### config.mk
export PLATFORM = sky130hd
export DESIGN_NAME = secrtc
export DESIGN_NICKNAME = d
export VERILOG_FILES = /design/src/rtl/secrtc_pkg.sv /design/src/rtl/secrtc_prescale.sv /design/src/rtl/secrtc_wrgate.sv /design/src/rtl/secrtc_alarm_cmp.sv /design/src/rtl/secrtc.sv
export SDC_FILE = /design/constraint.sdc
export NUM_CORES = 1
export LEC_CHECK = 0
export ABC_CLOCK_PERIOD_IN_PS = 10200
export CAP_MARGIN = 15
export CORE_AREA = 4 4 120 122
export DETAILED_ROUTE_END_ITERATION = 16
export DIE_AREA = 0 0 124 126
export HOLD_SLACK_MARGIN = 0.1
export PLACE_DENSITY_LB_ADDON = 0.05
export SETUP_SLACK_MARGIN = 0.1
export SLEW_MARGIN = 40
export SYNTH_ARGS = -nofsm -noshare
export SYNTH_HDL_FRONTEND = slang
export SYNTH_SLANG_ARGS = --single-unit
export TNS_END_PERCENT = 50
### constraint.sdc
create_clock -name clk -period 10.2 [get_ports clk]
set_input_delay 1.02 -clock clk [delete_from_list [all_inputs] [get_ports clk]]
set_output_delay 1.02 -clock clk [all_outputs]
set_load 0.05 [all_outputs]
### src/rtl/secrtc_pkg.sv
package secrtc_pkg;
  localparam int ADDR_W = 8;
  localparam int DATA_W = 32;

  localparam logic [ADDR_W-1:0] OFF_CTRL    = 8'h00;
  localparam logic [ADDR_W-1:0] OFF_SEC     = 8'h04;
  localparam logic [ADDR_W-1:0] OFF_ALARM   = 8'h08;
  localparam logic [ADDR_W-1:0] OFF_REGUL   = 8'h0C;
  localparam logic [ADDR_W-1:0] OFF_SCRATCH = 8'h34;

  localparam int B_RUN  = 0;
  localparam int B_ARM  = 2;
  localparam int B_AIE  = 3;
  localparam int B_AFL  = 4;
  localparam int B_TIE  = 5;
  localparam int B_TFL  = 6;
  localparam int B_RDY  = 7;

  typedef struct packed {
    logic tick_fl;
    logic tick_ie;
    logic alm_fl;
    logic alm_ie;
    logic arm;
    logic run;
  } ctl_t;

  // Pack the control state and ready bit into a bus word.
  function automatic logic [DATA_W-1:0] ctl_word(ctl_t c, logic rdy);
    logic [DATA_W-1:0] w;
    w = '0;
    w[B_RUN] = c.run;
    w[B_ARM] = c.arm;
    w[B_AIE] = c.alm_ie;
    w[B_AFL] = c.alm_fl;
    w[B_TIE] = c.tick_ie;
    w[B_TFL] = c.tick_fl;
    w[B_RDY] = rdy;
    return w;
  endfunction

  // Sticky flag: cleared only by a write carrying 0, set by an event (event wins).
  function automatic logic flag_next(logic cur, logic wr, logic wbit, logic set);
    return (cur & ~(wr & ~wbit)) | set;
  endfunction

  function automatic logic [DATA_W-1:0] sec_inc(logic [DATA_W-1:0] s);
    return s + {{(DATA_W-1){1'b0}}, 1'b1};
  endfunction
endpackage

### src/rtl/secrtc_prescale.sv
module secrtc_prescale #(
  parameter int DIV = 32768
) (
  input  logic clk,
  input  logic rst_n,
  input  logic run,
  output logic tick
);
  localparam int CW = (DIV > 1) ? $clog2(DIV) : 1;
  localparam logic [CW-1:0] LAST = CW'(DIV - 1);

  logic [CW-1:0] cnt_q;

  assign tick = run && (cnt_q == LAST);

  always_ff @(posedge clk or negedge rst_n) begin
    if (!rst_n)             cnt_q <= '0;
    else if (!run || tick)  cnt_q <= '0;
    else                    cnt_q <= cnt_q + 1'b1;
  end


  prescale_range_chk: assert property (@(posedge clk) disable iff (!rst_n)
    !run |=> (cnt_q == '0));
endmodule

### src/rtl/secrtc_wrgate.sv
module secrtc_wrgate #(
  parameter int BUSY = 4
) (
  input  logic clk,
  input  logic rst_n,
  input  logic wr_req,
  output logic accept,
  output logic ready
);
  localparam int BW = $clog2(BUSY + 1);
  localparam logic [BW-1:0] LOAD = BW'(BUSY);

  logic [BW-1:0] cnt_q;

  assign ready  = (cnt_q == '0);
  assign accept = wr_req && ready;

  always_ff @(posedge clk or negedge rst_n) begin
    if (!rst_n)      cnt_q <= '0;
    else if (accept) cnt_q <= LOAD;
    else if (!ready) cnt_q <= cnt_q - 1'b1;
  end


  busy_after_write_chk: assert property (@(posedge clk) disable iff (!rst_n)
    accept |=> !ready);
endmodule

### src/rtl/secrtc_alarm_cmp.sv
module secrtc_alarm_cmp
  import secrtc_pkg::*;
(
  input  logic              tick,
  input  logic              arm,
  input  logic              sec_load,
  input  logic [DATA_W-1:0] sec_now,
  input  logic [DATA_W-1:0] alarm,
  output logic              hit
);
  assign hit = tick && arm && !sec_load && (sec_inc(sec_now) == alarm);
endmodule

### src/rtl/secrtc.sv
module secrtc
  import secrtc_pkg::*;
#(
  parameter int DIV  = 32768,
  parameter int BUSY = 4
) (
  input  logic              clk,
  input  logic              rst_n,
  input  logic [ADDR_W-1:0] addr,
  input  logic              wr_en,
  input  logic [DATA_W-1:0] wdata,
  output logic [DATA_W-1:0] rdata,
  output logic              irq
);
  ctl_t              ctl_q;
  logic [DATA_W-1:0] sec_q, alarm_q, regul_q;
  logic [DATA_W-1:0] scratch_q = '0;

  logic accept, wr_ready, tick, alarm_hit;
  logic wr_ctrl, wr_sec, wr_alarm, wr_regul, wr_scratch;

  secrtc_wrgate #(.BUSY(BUSY)) u_gate (
    .clk(clk), .rst_n(rst_n), .wr_req(wr_en), .accept(accept), .ready(wr_ready));

  secrtc_prescale #(.DIV(DIV)) u_pre (
    .clk(clk), .rst_n(rst_n), .run(ctl_q.run), .tick(tick));

  secrtc_alarm_cmp u_cmp (
    .tick(tick), .arm(ctl_q.arm), .sec_load(wr_sec), .sec_now(sec_q),
    .alarm(alarm_q), .hit(alarm_hit));

  assign wr_ctrl    = accept && (addr == OFF_CTRL);
  assign wr_sec     = accept && (addr == OFF_SEC);
  assign wr_alarm   = accept && (addr == OFF_ALARM);
  assign wr_regul   = accept && (addr == OFF_REGUL);
  assign wr_scratch = accept && (addr == OFF_SCRATCH);

  always_ff @(posedge clk or negedge rst_n) begin
    if (!rst_n) begin
      ctl_q <= '0;
    end else begin
      ctl_q.tick_fl <= flag_next(ctl_q.tick_fl, wr_ctrl, wdata[B_TFL], tick);
      ctl_q.alm_fl  <= flag_next(ctl_q.alm_fl,  wr_ctrl, wdata[B_AFL], alarm_hit);
      if (wr_ctrl) begin
        ctl_q.run     <= wdata[B_RUN];
        ctl_q.arm     <= wdata[B_ARM];
        ctl_q.alm_ie  <= wdata[B_AIE];
        ctl_q.tick_ie <= wdata[B_TIE];
      end
    end
  end

  always_ff @(posedge clk or negedge rst_n) begin
    if (!rst_n)      sec_q <= '0;
    else if (wr_sec) sec_q <= wdata;
    else if (tick)   sec_q <= sec_inc(sec_q);
  end

  always_ff @(posedge clk or negedge rst_n) begin
    if (!rst_n) begin
      alarm_q <= '0;
      regul_q <= '0;
    end else begin
      if (wr_alarm) alarm_q <= wdata;
      if (wr_regul) regul_q <= wdata;
    end
  end

  // Scratchpad has no reset: it survives bus resets.
  always_ff @(posedge clk) begin
    if (wr_scratch) scratch_q <= wdata;
  end

  assign irq = (ctl_q.tick_fl && ctl_q.tick_ie) || (ctl_q.alm_fl && ctl_q.alm_ie);

  always_comb begin
    case (addr)
      OFF_CTRL:    rdata = ctl_word(ctl_q, wr_ready);
      OFF_SEC:     rdata = sec_q;
      OFF_ALARM:   rdata = alarm_q;
      OFF_REGUL:   rdata = regul_q;
      OFF_SCRATCH: rdata = scratch_q;
      default:     rdata = '0;
    endcase
  end


  sec_step_chk: assert property (@(posedge clk) disable iff (!rst_n)
    (tick && !wr_sec) |=> (sec_q == $past(sec_q) + 32'd1));


  sec_hold_chk: assert property (@(posedge clk) disable iff (!rst_n)
    (!ctl_q.run && !wr_sec) |=> $stable(sec_q));


  flag_sticky_chk: assert property (@(posedge clk) disable iff (!rst_n)
    (ctl_q.tick_fl && !(wr_ctrl && !wdata[B_TFL])) |=> ctl_q.tick_fl);


  alarm_flag_chk: assert property (@(posedge clk) disable iff (!rst_n)
    alarm_hit |=> ctl_q.alm_fl);


  busy_drop_chk: assert property (@(posedge clk) disable iff (!rst_n)
    (wr_en && !wr_ready) |=> ($stable(alarm_q) && $stable(regul_q) && $stable(scratch_q)));


  irq_source_chk: assert property (@(posedge clk) disable iff (!rst_n)
    irq |-> (ctl_q.tick_fl || ctl_q.alm_fl));
endmodule

==> flow_summary.toml, run 1 <==
[synthesis]
synth_top_cells_by_count = "dfrtp_1 (120), nor2_1 (80), mux2_2 (72), xnor2_1 (47), o21ai_0 (44)"
yosys.area.top_type_share = 0.370
post_synth_inst_count = 767
syn_avg_cell_area_um2 = 10.6
synth.most_common_cell = "dfrtp_1"
yosys.cell_types.count = 61
syn-cell-area_um2 = 8120
synth_warnings = 0
ys_seq_elements = 152
postSynth.asyncResetShare = 0.789
ys_seq_area_frac = 0.488
mappedNetlistNets = 814
synth.top_cells.by_area = "dfrtp_1 (37%), edfxtp_1 (12%), mux2_2 (10%), xnor2_1 (5.1%), xor2_1 (4.2%)"
synth_ff_type = "dfrtp_1"
largest_area_contributor_in_the_synthesized_netlist = "dfrtp_1"
synth-edff-count = 32

[pwr]
p_leak_nw = 4.04
p_total_mw = 1.44
powerDensity_nw_per_um2 = 151
maximum_vdd_ir_drop_mv = 0.108

[clock_network]
maximum_clock_insertion_buffer_count = 2
cts-resized-gates = 0
cts.hold.buffers_added = 0
cts-root-buf = "clkbuf_16"
path_clk_slew_ns = 0.06
clock_tree_from_tritoncts = "yes"
clock_sinks = 152
cts.htree.levels = 4
cts_buffers = 17
post-cts-setup-buffers = 0
clock_insertion_delay_worst_skew_ns = 0.43

[die]
io_pins = 76
die_height_um = 126
start_util = 0.616
core_area_um2 = 13200
dieArea_um2 = 15600
die_w_um = 124
num_rows = 42

[place]
pre_cts_ws_ns = 5.09
portBuffers = 75
post-dp-hpwl_mm = 13.5
globalplace.congestion = 0.869

[worst_setup_path]
endpoint_of_the_lowest_slack_register_to_register_path = "ctl_q[3]"
worst_r2r_startpoint = "sec_q[0]"
cp_top_family = "buffers and inverters"
worst_ep_required_time_ns = 9.18
r2r_slack_ns = 6.84
cp_num_buf_inv = 3
worstSetupStartpointType = "input pin"
setup.worst_path.start = "addr[7]"
cp.arrival_ns = 4.12
ff2ff_path_depth = 8
critical_path_peak_fanout = 27
cp_cell_sequence = "clkdlybuf4s50_1 -> or4_1 -> nand2b_1 -> inv_1 -> nand2_2 -> o21ai_0 -> clkdlybuf4s50_1"
crit_path_max_incr_delay_ns = 0.85
setup.worst_path.class = "in2out"
standard_cell_with_the_maximum_stage_delay_on_the_critical_path = "clkdlybuf4s50_1"
critPathMostFrequentCell = "clkdlybuf4s50_1"
worst_setup_path_end_kind = "output port"

[sta]
fmax_mhz = 194
slew_headroom = 0.513
period_needed_ns = 5.14
rsz0062_at_grt = "false"
finalMaxSlewViolations = 0
timing.clock.skew_ns = 0.00791
part_of_the_cycle_the_worst_path_needs = 0.504
finalWorstSetupSlack_ns = 5.06
setup_viol_count_final = 0
worst_slew_pin_slew_ns = 0.724
setup-tns-final_ns = 0
finalHoldViolations = 0

[global_route]
first_global_vias = 6263
grt.total_usage = 0.270
globalRoute.totalOverflow = 0
grt_max_degree = 66
antenna_found_initial = 0
grt_pass1_wl_mm = 32.8

[cells_and_area]
drive_above_1_share = 0.151
filler_cell_count = 960
layout.nets = 864
area.growth.synth_to_final_pct = 17.5
n_antenna_cell = 0

[route]
via_count = 6172
drt_wl_total_mm = 20.2
post-route-drc-count = 0
detail_route.iter0.violations = 486
route.antenna.remaining_nets = 0
detail_routed_via_count_per_cell = 6.14
route.detailed.wl_per_inst_um = 20.1
detailedRoute.firstPassIterationCount = 5

[job]
max_cap_viol_count = 0

[run_status]
outcome = "finished, final reports clean"

[min_path]
worst_hold_path_type = "reg2reg"
worstHoldStart = "u_gate.cnt_q[2]"
timing.hold.worst_path_depth = 1
whs_endpoint = "u_gate.cnt_q[2]"
state kept, by name (all words and copies together) (netlist names):
signal	cells
ctl_q	6
scratch_q	32
u_pre.cnt_q	15
regul_q	32
sec_q	32
alarm_q	32
u_gate.cnt_q	3
per-layer routing:
metal  global-route usage  wire length [µm]
met5                    0                 0
met3               0.0570              1010
met2                0.441             10000
met4               0.0934               497
met1                0.357              8700
how the worst max path moves through the flow:
stage	depth (start not counted)	end	slack (ns)
finish	7	rdata[13]	5.06
global route	7	rdata[24]	4.86
CTS	7	rdata[18]	5.06
detailed placement	7	rdata[11]	5.09
global placement	6	rdata[2]	4.81
floorplan	5	rdata[10]	5.75
layout by cell type (no fill, tap or decap), types with 15 or more instances in the layout:
cell             synthesis  routed
nand4_1                 15      15
nand3_1                 24      23
dfrtp_1                120     120
xor2_1                  39      39
edfxtp_1                32      32
o21ai_0                 44      44
clkbuf_16                0      17
mux2_2                  72      72
nand2_1                 41      40
mux2i_1                 26      26
clkdlybuf4s50_1          0      73
nor2_1                  80      79
a21oi_1                 37      37
a22oi_1                 41      41
xnor2_1                 47      47
metrics by stage:
stage                     utilization  hold slack (ns)  std cells  cell area (µm²)
after global placement          0.678            0.459        973             8940
after floorplan                     -            0.443        767             8120
after global routing            0.723            0.506       1005             9540
final                           0.723            0.484       1005             9540
after CTS                       0.723            0.490       1005             9530
after detailed placement        0.680            0.484        974             8970
cell families after synthesis:
family / after synthesis / synth area share
adder cells (fa/ha/maj): 4 / 0.00616
XOR/XNOR: 86 / 0.0927
AO/OA/AOI/OAI: 145 / 0.112
flip-flops: 152 / 0.488
AND/OR/NAND/NOR: 220 / 0.134
buffers and inverters: 59 / 0.0317
multiplexers: 101 / 0.136
area by class of cell:
cell class,instances,area [µm²],share of cell area
flip-flops and latches,152,3960,0.415
clock inverters,8,71.3,0.00747
clock buffers,23,488,0.0511
multi-input cells,556,3940,0.413
repair buffers,83,833,0.0873
inverters,7,26.3,0.00275
well taps,176,220,0.0231
report_power, final:
part / internal, mW / leakage [nW] / switching [mW]
combinational: 0.0866 / 1.97 / 0.108
sequential: 0.636 / 1.78 / 0.0151
clock: 0.358 / 0.280 / 0.240
worst register-to-register path: stages, from the launching register on:
cell	delay [ns]
dfrtp_1	0.49
ha_1	0.37
nand4_1	0.33
nor4_2	0.71
xnor2_1	0.16
a2111o_1	0.41
a2111oi_0	0.44
nand4_1	0.16
o31ai_1	0.20
No activity file was read; power rests on OpenSTA's default activity.
==> inputs of run 2 (changes only) <==
ABC_CLOCK_PERIOD_IN_PS = 4200   (was 10200)
CORE_AREA = 4 4 130 132   (was 4 4 120 122)
DIE_AREA = 0 0 134 136   (was 0 0 124 126)
clock period = 4.2 ns   (was 10.2 ns; I/O delays follow)
==> run 2 against run 1 <==
Routed wire length fell by 1.5%. Power rose to 2.5 times the previous value. Combinational power grew 150%. Non-clock buffer count increased by 8. Sequential share of layout area down 0.30 points. Register-to-register slack got worse by 5.8 ns.
==> flow_summary.toml, run 2 (synthesis results as in run 1) <==
[run_status]
outcome = "finished, final reports clean"

[sta]
fmax_mhz = 272
timing.clock.skew_ns = 0.00900
hold_ws_ns = 0.486
slew_headroom = 0.484
finalHoldViolations = 0
worst_slew_pin_slew_ns = 0.772
part_of_the_cycle_the_worst_path_needs = 0.875
rsz0062_at_grt = "false"
setup_viol_count_final = 0
setup-tns-final_ns = 0
finalMaxSlewViolations = 0
period_needed_ns = 3.67

[route]
detail_route.iter0.violations = 333
post-route-drc-count = 0
drt_wl_total_mm = 19.9
route.detailed.wl_per_inst_um = 18.9
route.antenna.remaining_nets = 0
detailedRoute.firstPassIterationCount = 5
via_count = 6014
detail_routed_via_count_per_cell = 5.71

[job]
max_cap_viol_count = 0

[worst_setup_path]
setup.worst_path.class = "in2out"
worst_r2r_startpoint = "sec_q[6]"
worst_setup_path_end_kind = "output port"
endpoint_of_the_lowest_slack_register_to_register_path = "ctl_q[3]"
worstSetupStartpointType = "input pin"
worst_ep_required_time_ns = 3.78
cp.arrival_ns = 3.25
critical_path_peak_fanout = 7
ff2ff_path_depth = 7
r2r_slack_ns = 1.06

[cells_and_area]
area.growth.synth_to_final_pct = 18.3
n_antenna_cell = 0
mostFrequentLayoutCell = "dfrtp_1"
layout.nets = 872
layout_common_cells = "dfrtp_1 (120), nor2_1 (79), mux2_2 (72)"
filler_cell_count = 1319
drive_above_1_share = 0.189

[die]
die_w_um = 134
dieArea_um2 = 18200
core_area_um2 = 15700
die_height_um = 136
start_util = 0.517
num_rows = 46
io_pins = 76

[global_route]
grt.total_usage = 0.229
use_met2 = 0.395
global_route.usage.met1 = 0.295
antenna_found_initial = 0
first_global_vias = 6137
busiest_layer = "met2"
grt_max_degree = 63
grt_pass1_wl_mm = 32.6
globalRoute.totalOverflow = 0
use_met3 = 0.0359

[pwr]
p_total_mw = 3.63
powerDensity_nw_per_um2 = 378
maximum_vdd_ir_drop_mv = 0.334
p_leak_nw = 4.13

[clock_network]
clock_insertion_delay_worst_skew_ns = 0.42
post-cts-setup-buffers = 0
cts-root-buf = "clkbuf_16"
cts.htree.levels = 4
cts_buffers = 17
path_clk_slew_ns = 0.06
maximum_clock_insertion_buffer_count = 2
clock_sinks = 152
clock_tree_from_tritoncts = "yes"

[min_path]
whs_endpoint = "u_gate.cnt_q[2]"
timing.hold.worst_path_depth = 1
worst_hold_path_type = "reg2reg"
worstHoldStart = "u_gate.cnt_q[2]"

[place]
globalplace.congestion = 0.981
portBuffers = 75
post-dp-hpwl_mm = 14.1
## run 2: changes by cell type in the layout (fill, tap and decap cells not counted), moves of 2 or more
cell and delta:
buf_4 +33, clkdlybuf4s50_1 -26, inv_6 +4, clkbuf_8 -3
clkinv_2 -3, clkinvlp_4 +3, bufinv_16 +2, clkbuf_1 -2
## run 2: cell type report
| type | count | area, µm² | area share |
|---|---|---|---|
| multi-input cells | 556 | 3930 | 0.408 |
| clock buffers | 18 | 439 | 0.0457 |
| inverters | 7 | 26.3 | 0.00273 |
| repair buffers | 91 | 817 | 0.0850 |
| clock inverters | 14 | 169 | 0.0176 |
| flip-flops and latches | 152 | 3960 | 0.412 |
| well taps | 216 | 270 | 0.0281 |
## run 2: timing repair
action                    CTS  global route
resized for setup           0             0
hold buffers                0             1
hold endpoints to repair    0            61
## run 2: per-layer routing
layer / part of all wire / routed length (µm)
met1: 0.45 / 8950
met2: 0.50 / 10000
met3: 0.027 / 540
met4: 0.019 / 371
met5: 0 / 0
## run 2: worst max-delay path, stage by stage
cell,delay [ns]
clkdlybuf4s50_1,0.39
or4_1,0.63
nor4b_2,0.69
a22oi_1,0.15
o21ai_0,0.13
clkdlybuf4s50_1,0.83
## run 2: power by group
part	switching (mW)	internal, mW
Sequential	0.0372	1.54
Clock	0.618	0.953
Combinational	0.264	0.217
Total	0.919	2.71
## run 2: worst max-delay path by stage
stage,cells past startpoint,end,start,slack [ns]
floorplan,2,scratch_q[0],addr[7],0.47
global placement,6,rdata[7],addr[7],0.64
detailed placement,6,rdata[5],addr[7],0.52
CTS,6,rdata[5],addr[7],0.50
global route,6,rdata[5],addr[7],0.41
finish,6,rdata[5],addr[7],0.53
## run 2: per-stage QoR
stage          instances  instance area, µm²  utilization  setup WS, ns
3_3_place_gp        1021                8990        0.572         0.639
5_1_grt             1054                9610        0.612         0.409
2_1_floorplan        767                8120            -         0.468
3_5_place_dp        1021                8990        0.572         0.518
4_1_cts             1053                9600        0.611         0.503
6_report            1054                9610        0.612         0.525
